$ cat config.mk
export PLATFORM = sky130hd
export DESIGN_NAME = spi_mon_decoder
export DESIGN_NICKNAME = d
export VERILOG_FILES = /design/src/rtl/spi_mon_pkg.sv /design/src/rtl/spi_mon_sync.sv /design/src/rtl/spi_mon_front.sv /design/src/rtl/spi_mon_ctrl.sv /design/src/rtl/spi_mon_lane.sv /design/src/rtl/spi_mon_decoder.sv
export SDC_FILE = /design/constraint.sdc
export NUM_CORES = 1
export LEC_CHECK = 0
export BUFFER_PORTS_ARGS = -buffer_cell sky130_fd_sc_hd__buf_2
export CAP_MARGIN = 5
export CELL_PAD_IN_SITES_DETAIL_PLACEMENT = 0
export CELL_PAD_IN_SITES_GLOBAL_PLACEMENT = 1
export CORE_MARGIN = 8
export CORE_UTILIZATION = 50
export CTS_CLUSTER_SIZE = 8
export DETAILED_ROUTE_END_ITERATION = 6
export GPL_TIMING_DRIVEN = 0
export MAX_ROUTING_LAYER = met4
export PLACE_DENSITY = 0.93
export SETUP_SLACK_MARGIN = 0.2
export SYNTH_ARGS = -nofsm -noshare
export SYNTH_HDL_FRONTEND = slang
export SYNTH_HIERARCHICAL = 1
export SYNTH_SLANG_ARGS = --single-unit
$ cat constraint.sdc
create_clock -name clk -period 5.66 [get_ports clk]
set_clock_uncertainty 0.15 [all_clocks]
set_input_delay 1.698 -clock clk [delete_from_list [all_inputs] [get_ports clk]]
set_output_delay 1.698 -clock clk [all_outputs]
set_load 0.01 [all_outputs]
$ cat src/rtl/spi_mon_pkg.sv
package spi_mon_pkg;

   localparam int unsigned MAX_WORD_LIMIT = 64;

   // events produced by the bus front end for one system clock cycle
   typedef struct packed {
      logic samp;      // a sampling edge occurred, data bits are valid
      logic restart;   // bit counter returns to zero
      logic stop;      // enable went inactive
      logic mismatch;  // idle clock level disagrees with polarity setting
   } bus_evt_t;

   // sampling edge is rising when polarity and phase agree, falling otherwise
   function automatic logic samp_on_fall(input logic cpol, input logic cpha);
      return cpol ^ cpha;
   endfunction

endpackage

$ cat src/rtl/spi_mon_sync.sv
module spi_mon_sync #(
   parameter int unsigned WIDTH  = 4,
   parameter int unsigned STAGES = 2
) (
   input  logic             clk,
   input  logic             rst_n,
   input  logic [WIDTH-1:0] d_async,
   output logic [WIDTH-1:0] d_sync
);

   generate
      if (STAGES < 2) begin : g_bad
         $error("spi_mon_sync: STAGES must be at least 2");
      end
   endgenerate

   logic [WIDTH-1:0] chain [STAGES];

   generate
      for (genvar s = 0; s < STAGES; s++) begin : g_stage
         always_ff @(posedge clk or negedge rst_n) begin
            if (!rst_n) begin
               chain[s] <= '0;
            end else begin
               chain[s] <= (s == 0) ? d_async : chain[(s == 0) ? 0 : s-1];
            end
         end
      end
   endgenerate

   assign d_sync = chain[STAGES-1];

endmodule

$ cat src/rtl/spi_mon_front.sv
module spi_mon_front
   import spi_mon_pkg::*;
#(
   parameter int unsigned SYNC_STAGES = 2
) (
   input  logic     clk,
   input  logic     rst_n,
   input  logic     cfg_cpol,
   input  logic     cfg_cpha,
   input  logic     cfg_use_en,
   input  logic     cfg_en_high,
   input  logic     align_start,
   input  logic     bus_sck,
   input  logic     bus_mosi,
   input  logic     bus_miso,
   input  logic     bus_en,
   output bus_evt_t evt,
   output logic     en_live,
   output logic     bit_mosi,
   output logic     bit_miso
);

   localparam int unsigned PRIME_W = $clog2(SYNC_STAGES + 2);
   localparam logic [PRIME_W-1:0] PRIME_END = PRIME_W'(SYNC_STAGES + 1);

   logic [3:0] raw_in;
   logic [3:0] syn;
   logic       s_sck, s_en;
   logic       sck_q, en_q;
   logic [PRIME_W-1:0] prime_cnt;
   logic       primed;
   logic       rise, fall, edge_hit;
   logic       en_rise, en_fall;

   assign raw_in = {bus_en, bus_miso, bus_mosi, bus_sck};

   spi_mon_sync #(.WIDTH(4), .STAGES(SYNC_STAGES)) u_sync (
      .clk     (clk),
      .rst_n   (rst_n),
      .d_async (raw_in),
      .d_sync  (syn)
   );

   assign s_sck    = syn[0];
   assign bit_mosi = syn[1];
   assign bit_miso = syn[2];
   assign s_en     = syn[3];

   // history registers; events are held off until the synchronizer holds real samples
   always_ff @(posedge clk or negedge rst_n) begin
      if (!rst_n) begin
         sck_q     <= 1'b0;
         en_q      <= 1'b0;
         prime_cnt <= '0;
      end else begin
         sck_q <= s_sck;
         en_q  <= en_live;
         if (!primed) prime_cnt <= prime_cnt + 1'b1;
      end
   end

   assign primed   = (prime_cnt == PRIME_END);
   assign en_live  = cfg_use_en ? (s_en == cfg_en_high) : 1'b1;
   assign rise     = primed & s_sck & ~sck_q;
   assign fall     = primed & ~s_sck & sck_q;
   assign edge_hit = samp_on_fall(cfg_cpol, cfg_cpha) ? fall : rise;
   assign en_rise  = primed & cfg_use_en & en_live & ~en_q;
   assign en_fall  = primed & cfg_use_en & ~en_live & en_q;

   always_comb begin
      evt.samp     = edge_hit & en_live;
      evt.restart  = cfg_use_en ? en_rise : align_start;
      evt.stop     = en_fall;
      evt.mismatch = en_rise & (s_sck != cfg_cpol);
   end

endmodule

$ cat src/rtl/spi_mon_ctrl.sv
module spi_mon_ctrl
   import spi_mon_pkg::*;
#(
   parameter int unsigned MAX_BITS = 64,
   localparam int unsigned CW = $clog2(MAX_BITS)
) (
   input  logic          clk,
   input  logic          rst_n,
   input  bus_evt_t      evt,
   input  logic [CW-1:0] cfg_len_m1,
   input  logic          err_clear,
   output logic [CW-1:0] bit_cnt,
   output logic          take_bit,
   output logic          word_done,
   output logic          word_valid,
   output logic          partial_drop,
   output logic          polarity_err
);

   // restart and stop outrank a sample in the same cycle
   assign take_bit  = evt.samp & ~evt.restart & ~evt.stop;
   assign word_done = take_bit & (bit_cnt == cfg_len_m1);

   always_ff @(posedge clk or negedge rst_n) begin
      if (!rst_n) begin
         bit_cnt      <= '0;
         word_valid   <= 1'b0;
         partial_drop <= 1'b0;
      end else begin
         word_valid   <= 1'b0;
         partial_drop <= 1'b0;
         if (evt.restart) begin
            bit_cnt <= '0;
         end else if (evt.stop) begin
            partial_drop <= (bit_cnt != '0);
            bit_cnt      <= '0;
         end else if (take_bit) begin
            if (word_done) begin
               bit_cnt    <= '0;
               word_valid <= 1'b1;
            end else begin
               bit_cnt <= bit_cnt + 1'b1;
            end
         end
      end
   end

   always_ff @(posedge clk or negedge rst_n) begin
      if (!rst_n) begin
         polarity_err <= 1'b0;
      end else if (evt.mismatch) begin
         polarity_err <= 1'b1;
      end else if (err_clear) begin
         polarity_err <= 1'b0;
      end
   end

endmodule

$ cat src/rtl/spi_mon_lane.sv
module spi_mon_lane #(
   parameter int unsigned MAX_BITS = 64,
   localparam int unsigned CW = $clog2(MAX_BITS)
) (
   input  logic                clk,
   input  logic                rst_n,
   input  logic                lane_on,
   input  logic                lsb_first,
   input  logic                take_bit,
   input  logic                word_done,
   input  logic [CW-1:0]       bit_cnt,
   input  logic                din,
   output logic [MAX_BITS-1:0] word
);

   logic [MAX_BITS-1:0] acc, base, acc_next;

   // first bit of a word starts from a clean accumulator
   assign base = (bit_cnt == '0) ? '0 : acc;

   always_comb begin
      if (lsb_first) acc_next = base | (MAX_BITS'(din) << bit_cnt);
      else           acc_next = {base[MAX_BITS-2:0], din};
   end

   always_ff @(posedge clk or negedge rst_n) begin
      if (!rst_n) begin
         acc  <= '0;
         word <= '0;
      end else begin
         if (take_bit) acc <= acc_next;
         if (word_done) word <= lane_on ? acc_next : '0;
      end
   end

endmodule

$ cat src/rtl/spi_mon_decoder.sv
module spi_mon_decoder
   import spi_mon_pkg::*;
#(
   parameter int unsigned MAX_BITS    = 64,
   parameter int unsigned SYNC_STAGES = 2,
   localparam int unsigned CW = $clog2(MAX_BITS)
) (
   input  logic                clk,
   input  logic                rst_n,
   input  logic                cfg_cpol,
   input  logic                cfg_cpha,
   input  logic                cfg_lsb_first,
   input  logic [CW-1:0]       cfg_len_m1,
   input  logic                cfg_use_en,
   input  logic                cfg_en_high,
   input  logic                cfg_use_mosi,
   input  logic                cfg_use_miso,
   input  logic                bus_sck,
   input  logic                bus_mosi,
   input  logic                bus_miso,
   input  logic                bus_en,
   input  logic                align_start,
   input  logic                err_clear,
   output logic                word_valid,
   output logic [MAX_BITS-1:0] mosi_word,
   output logic [MAX_BITS-1:0] miso_word,
   output logic                partial_drop,
   output logic                polarity_err
);

   generate
      if (MAX_BITS < 2 || MAX_BITS > MAX_WORD_LIMIT) begin : g_bad_bits
         $error("spi_mon_decoder: MAX_BITS must lie in 2..64");
      end
   endgenerate

   bus_evt_t      evt;
   logic          en_live;
   logic          bit_mosi, bit_miso;
   logic [CW-1:0] bit_cnt;
   logic          take_bit, word_done;

   spi_mon_front #(.SYNC_STAGES(SYNC_STAGES)) u_front (
      .clk         (clk),
      .rst_n       (rst_n),
      .cfg_cpol    (cfg_cpol),
      .cfg_cpha    (cfg_cpha),
      .cfg_use_en  (cfg_use_en),
      .cfg_en_high (cfg_en_high),
      .align_start (align_start),
      .bus_sck     (bus_sck),
      .bus_mosi    (bus_mosi),
      .bus_miso    (bus_miso),
      .bus_en      (bus_en),
      .evt         (evt),
      .en_live     (en_live),
      .bit_mosi    (bit_mosi),
      .bit_miso    (bit_miso)
   );

   spi_mon_ctrl #(.MAX_BITS(MAX_BITS)) u_ctrl (
      .clk          (clk),
      .rst_n        (rst_n),
      .evt          (evt),
      .cfg_len_m1   (cfg_len_m1),
      .err_clear    (err_clear),
      .bit_cnt      (bit_cnt),
      .take_bit     (take_bit),
      .word_done    (word_done),
      .word_valid   (word_valid),
      .partial_drop (partial_drop),
      .polarity_err (polarity_err)
   );

   logic [1:0]          lane_bit, lane_on;
   logic [MAX_BITS-1:0] lane_word [2];

   assign lane_bit = {bit_miso, bit_mosi};
   assign lane_on  = {cfg_use_miso, cfg_use_mosi};

   generate
      for (genvar g = 0; g < 2; g++) begin : g_lane
         spi_mon_lane #(.MAX_BITS(MAX_BITS)) u_lane (
            .clk       (clk),
            .rst_n     (rst_n),
            .lane_on   (lane_on[g]),
            .lsb_first (cfg_lsb_first),
            .take_bit  (take_bit),
            .word_done (word_done),
            .bit_cnt   (bit_cnt),
            .din       (lane_bit[g]),
            .word      (lane_word[g])
         );
      end
   endgenerate

   assign mosi_word = lane_word[0];
   assign miso_word = lane_word[1];

endmodule

==> flow_metrics.env <==
export IMPL_clk_latency_ps=530
export IMPL_drive_gt1_share_pct=19.6
export IMPL_wl_um=41700
export IMPL_hold_path_depth=0
export IMPL_outcome="complete, but fails checks"
export IMPL_fin_crit_ps=4670
export IMPL_timing_rr_end="g_lane[0].u_lane/word[53]"
export IMPL_hold_buffers=0
export IMPL_wl_per_cell_um=22.7
export IMPL_path_cells="buf_2 -> xor2_1 -> and4_1 -> buf_4 -> nor2_1 -> nand2_1 -> nor2_1 -> buf_6 -> nand2_1 -> or2_2 -> clkbuf_1 -> clkbuf_1 -> o221ai_1"
export IMPL_rsz0062_at_grt="false"
export IMPL_grt_ovfl_total=0
export IMPL_clock_path_buffers=3
export IMPL_dieWidth_um=180
export IMPL_r2r_start="u_ctrl/bit_cnt[5]"
export IMPL_fmax_mhz=214
export IMPL_fp_dieArea_um2=32600
export IMPL_dp_hpwl_um=28100
export IMPL_syn_area_per_cell_um2=10.4
export IMPL_stdcell_count=1835
export IMPL_yosysUniqueCellTypes=63
export IMPL_io_pin_count=152
export IMPL_synth_most_common_cell="dfrtp_1"
export IMPL_regArea_um2=6930
export IMPL_tritoncts="yes"
export IMPL_fillers=2263
export IMPL_path_clk_slew_ps=50
export IMPL_vias=12017
export IMPL_netlist_instances=1297
export IMPL_grt_use_total_pct=25.6
export IMPL_synth_warnings=6
export IMPL_slowest_stage="nor2_1"
export IMPL_grt_pass1_vias=12145
export IMPL_die_h_um=180
export IMPL_synth_area_leaders="dfrtp_1, o221ai_1, nand2_1"
export IMPL_cp_end_kind="flop"
export IMPL_n_antenna_cell=0
export IMPL_syn_nets=1321
export IMPL_start_util_pct=50.6
export IMPL_max_cap_viol_count=0
export IMPL_hold_ws_ps=195
export IMPL_multi_input_area_um2=6020
export IMPL_dp_worst_setup_slack_ps=83.1
export IMPL_reg2reg_depth=10
export IMPL_seq_area_frac_synth_pct=51.2
export IMPL_gp_congestion=0.895
export IMPL_core_um2=26700
export IMPL_via_per_inst=6.55
export IMPL_arrival_ps=4940
export IMPL_cts_sinks=277
export IMPL_ctsResizeCount=0
export IMPL_placed_area_um2=14800
export IMPL_final_cell_area_um2=15800
export IMPL_grt_first_pass_wirelength_um=66900
export IMPL_hold_viol=0
export IMPL_hold_path_startpoint="u_front/u_sync/chain[7]"
export IMPL_io_buffers=150
export IMPL_async_flop_share_pct=100
export IMPL_grt_max_degree=98
export IMPL_synth_edff_count=0
export IMPL_power_density_nw_per_um2=309
export IMPL_numPlacedInstances=1790
export IMPL_rows=60
export IMPL_final_period_utilization_pct=82.6
export IMPL_netlist_top_cells_count="dfrtp_1, nand2_1, o221ai_1"
export IMPL_cpPeakStageDelay_ps=640
export IMPL_slew_violations=0
export IMPL_area_growth_pct=17.0
export IMPL_ys_seq_elements=277
export IMPL_critPathLaunchType="input port"
export IMPL_ir_drop_uv=192
export IMPL_synth_largest_area_cell="dfrtp_1"
export IMPL_ys_flop_type="dfrtp_1"
export IMPL_setup_viol=0
export IMPL_first_iter_violations=1503
export IMPL_hold_class="reg2reg"
export IMPL_antenna_found_initial=0
export IMPL_crit_type="in2reg"
export IMPL_violations="DRC"
export IMPL_setup_ws_ps=987
export IMPL_drt_pass1_iter_count=7
export IMPL_worstMarginPinSlew_ps=840
export IMPL_yosysTopAreaCellShare_pct=51.2
export IMPL_worstPathMaxFanout=10
export IMPL_root_buffer="clkbuf_16"
export IMPL_cts_buffers=40
export IMPL_cellLeakagePower_nw=6.82
export IMPL_rrSetupSlack_ps=1590
export IMPL_holdPathEnd="u_front/u_sync/d_sync[3]"
export IMPL_nets=1516
export IMPL_htreeDepth=2
export IMPL_post_cts_buffers=0
export IMPL_relSlewSlack_pct=44.0
export IMPL_worstPathRequired_ps=5930
export IMPL_drc=1
export IMPL_syn_area_um2=13500
export IMPL_ant_nets=0
[cell usage in the layout, fill, tap and decap left out, types with 9 or more instances in the layout]
master     instances
o221ai_1         156
nor2_1            55
nor2b_1           14
buf_2            161
nand2b_1           9
a2bb2oi_1         58
nand2_1          248
o2bb2ai_1         54
nand3_1           10
a21oi_1           47
dfrtp_1          277
buf_1             10
inv_1             11
clkbuf_16         41
mux2_2            29
a22oi_1           38
clkbuf_1          93
mux2i_1           11
[routing by layer]
| metal | share of wire [%] | track usage (%) | wire length [um] | up-vias |
|---|---|---|---|---|
| met3 | 8.4 | 5.52 | 3490 | 91 |
| met4 | 2.9 | 9.16 | 1210 | 0 |
| met5 | 0 | - | 0 | - |
| met1 | 45 | 36.0 | 18800 | 6030 |
| met2 | 44 | 35.9 | 18200 | 579 |
| li1 | - | - | - | 5317 |
[worst max-delay path by stage]
| stage | slack [ps] | startpoint | cells after the start | end |
|---|---|---|---|---|
| final | 990 | cfg_en_high | 13 | g_lane[0].u_lane/word[53] |
| after global routing | 770 | cfg_en_high | 12 | g_lane[1].u_lane/word[53] |
| after CTS | 590 | cfg_en_high | 12 | g_lane[1].u_lane/word[53] |
| after detailed placement | 80 | cfg_en_high | 12 | g_lane[1].u_lane/word[45] |
| after global placement | -2470 | rst_n | 1 | g_lane[0].u_lane/acc[33] |
| after floorplan | 1360 | cfg_en_high | 11 | g_lane[0].u_lane/word[45] |
[stage by stage]
stage	utilization, %	TNS (ps)	power, mW
finish	59.2	0	4.89
global route	59.2	0	5.07
CTS	59.2	0	4.91
detailed placement	55.3	0	2.82
global placement	55.0	-673820	2.80
floorplan	-	0	2.60
[sequential cells by signal, summed over array words and instances (netlist names)]
register,cells
u_front/sck_q,1
u_front/u_sync/d_sync,4
u_ctrl/polarity_err,1
u_ctrl/word_valid,1
g_lane.u_lane/acc,128
u_ctrl/partial_drop,1
u_front/u_sync/chain,4
u_front/en_q,1
u_ctrl/bit_cnt,6
g_lane.u_lane/word,128
u_front/prime_cnt,2
[power breakdown]
group | switching, mW | total (mW) | leakage, nW | internal (mW)
Combinational | 0.414 | 0.632 | 2.53 | 0.218
Clock | 0.817 | 2.08 | 0.518 | 1.27
Sequential | 0.0923 | 2.18 | 3.77 | 2.08
[worst max-delay path: cells and delay by family]
| family | cells | cell delay, ps |
|---|---|---|
| buf+inv | 5 | 1100 |
| compound gates | 1 | 230 |
| simple gates | 6 | 1730 |
| xor+xnor | 1 | 180 |
[cells by family (layout without fill, tap and decap cells)]
family / count (synthesis) / in the layout / synth area share, %
buf+inv: 138 / 335 / 4.30
simple gates: 398 / 398 / 13.9
xor+xnor: 14 / 14 / 0.962
mux: 42 / 42 / 3.45
compound gates: 425 / 425 / 25.9
fa+ha+maj: 3 / 3 / 0.277
flops: 277 / 277 / 51.2
[area by class of cell]
class                      count  area share (%)
clock buffer                  41            6.48
inverter                      13           0.308
tap                          341            2.70
multi-input combinational    882            38.0
timing repair buffer         153            5.22
sequential                   277            43.8
clock inverter                 3           0.142
buffer                       125            3.37
No activity file was read; power rests on OpenSTA's default activity.
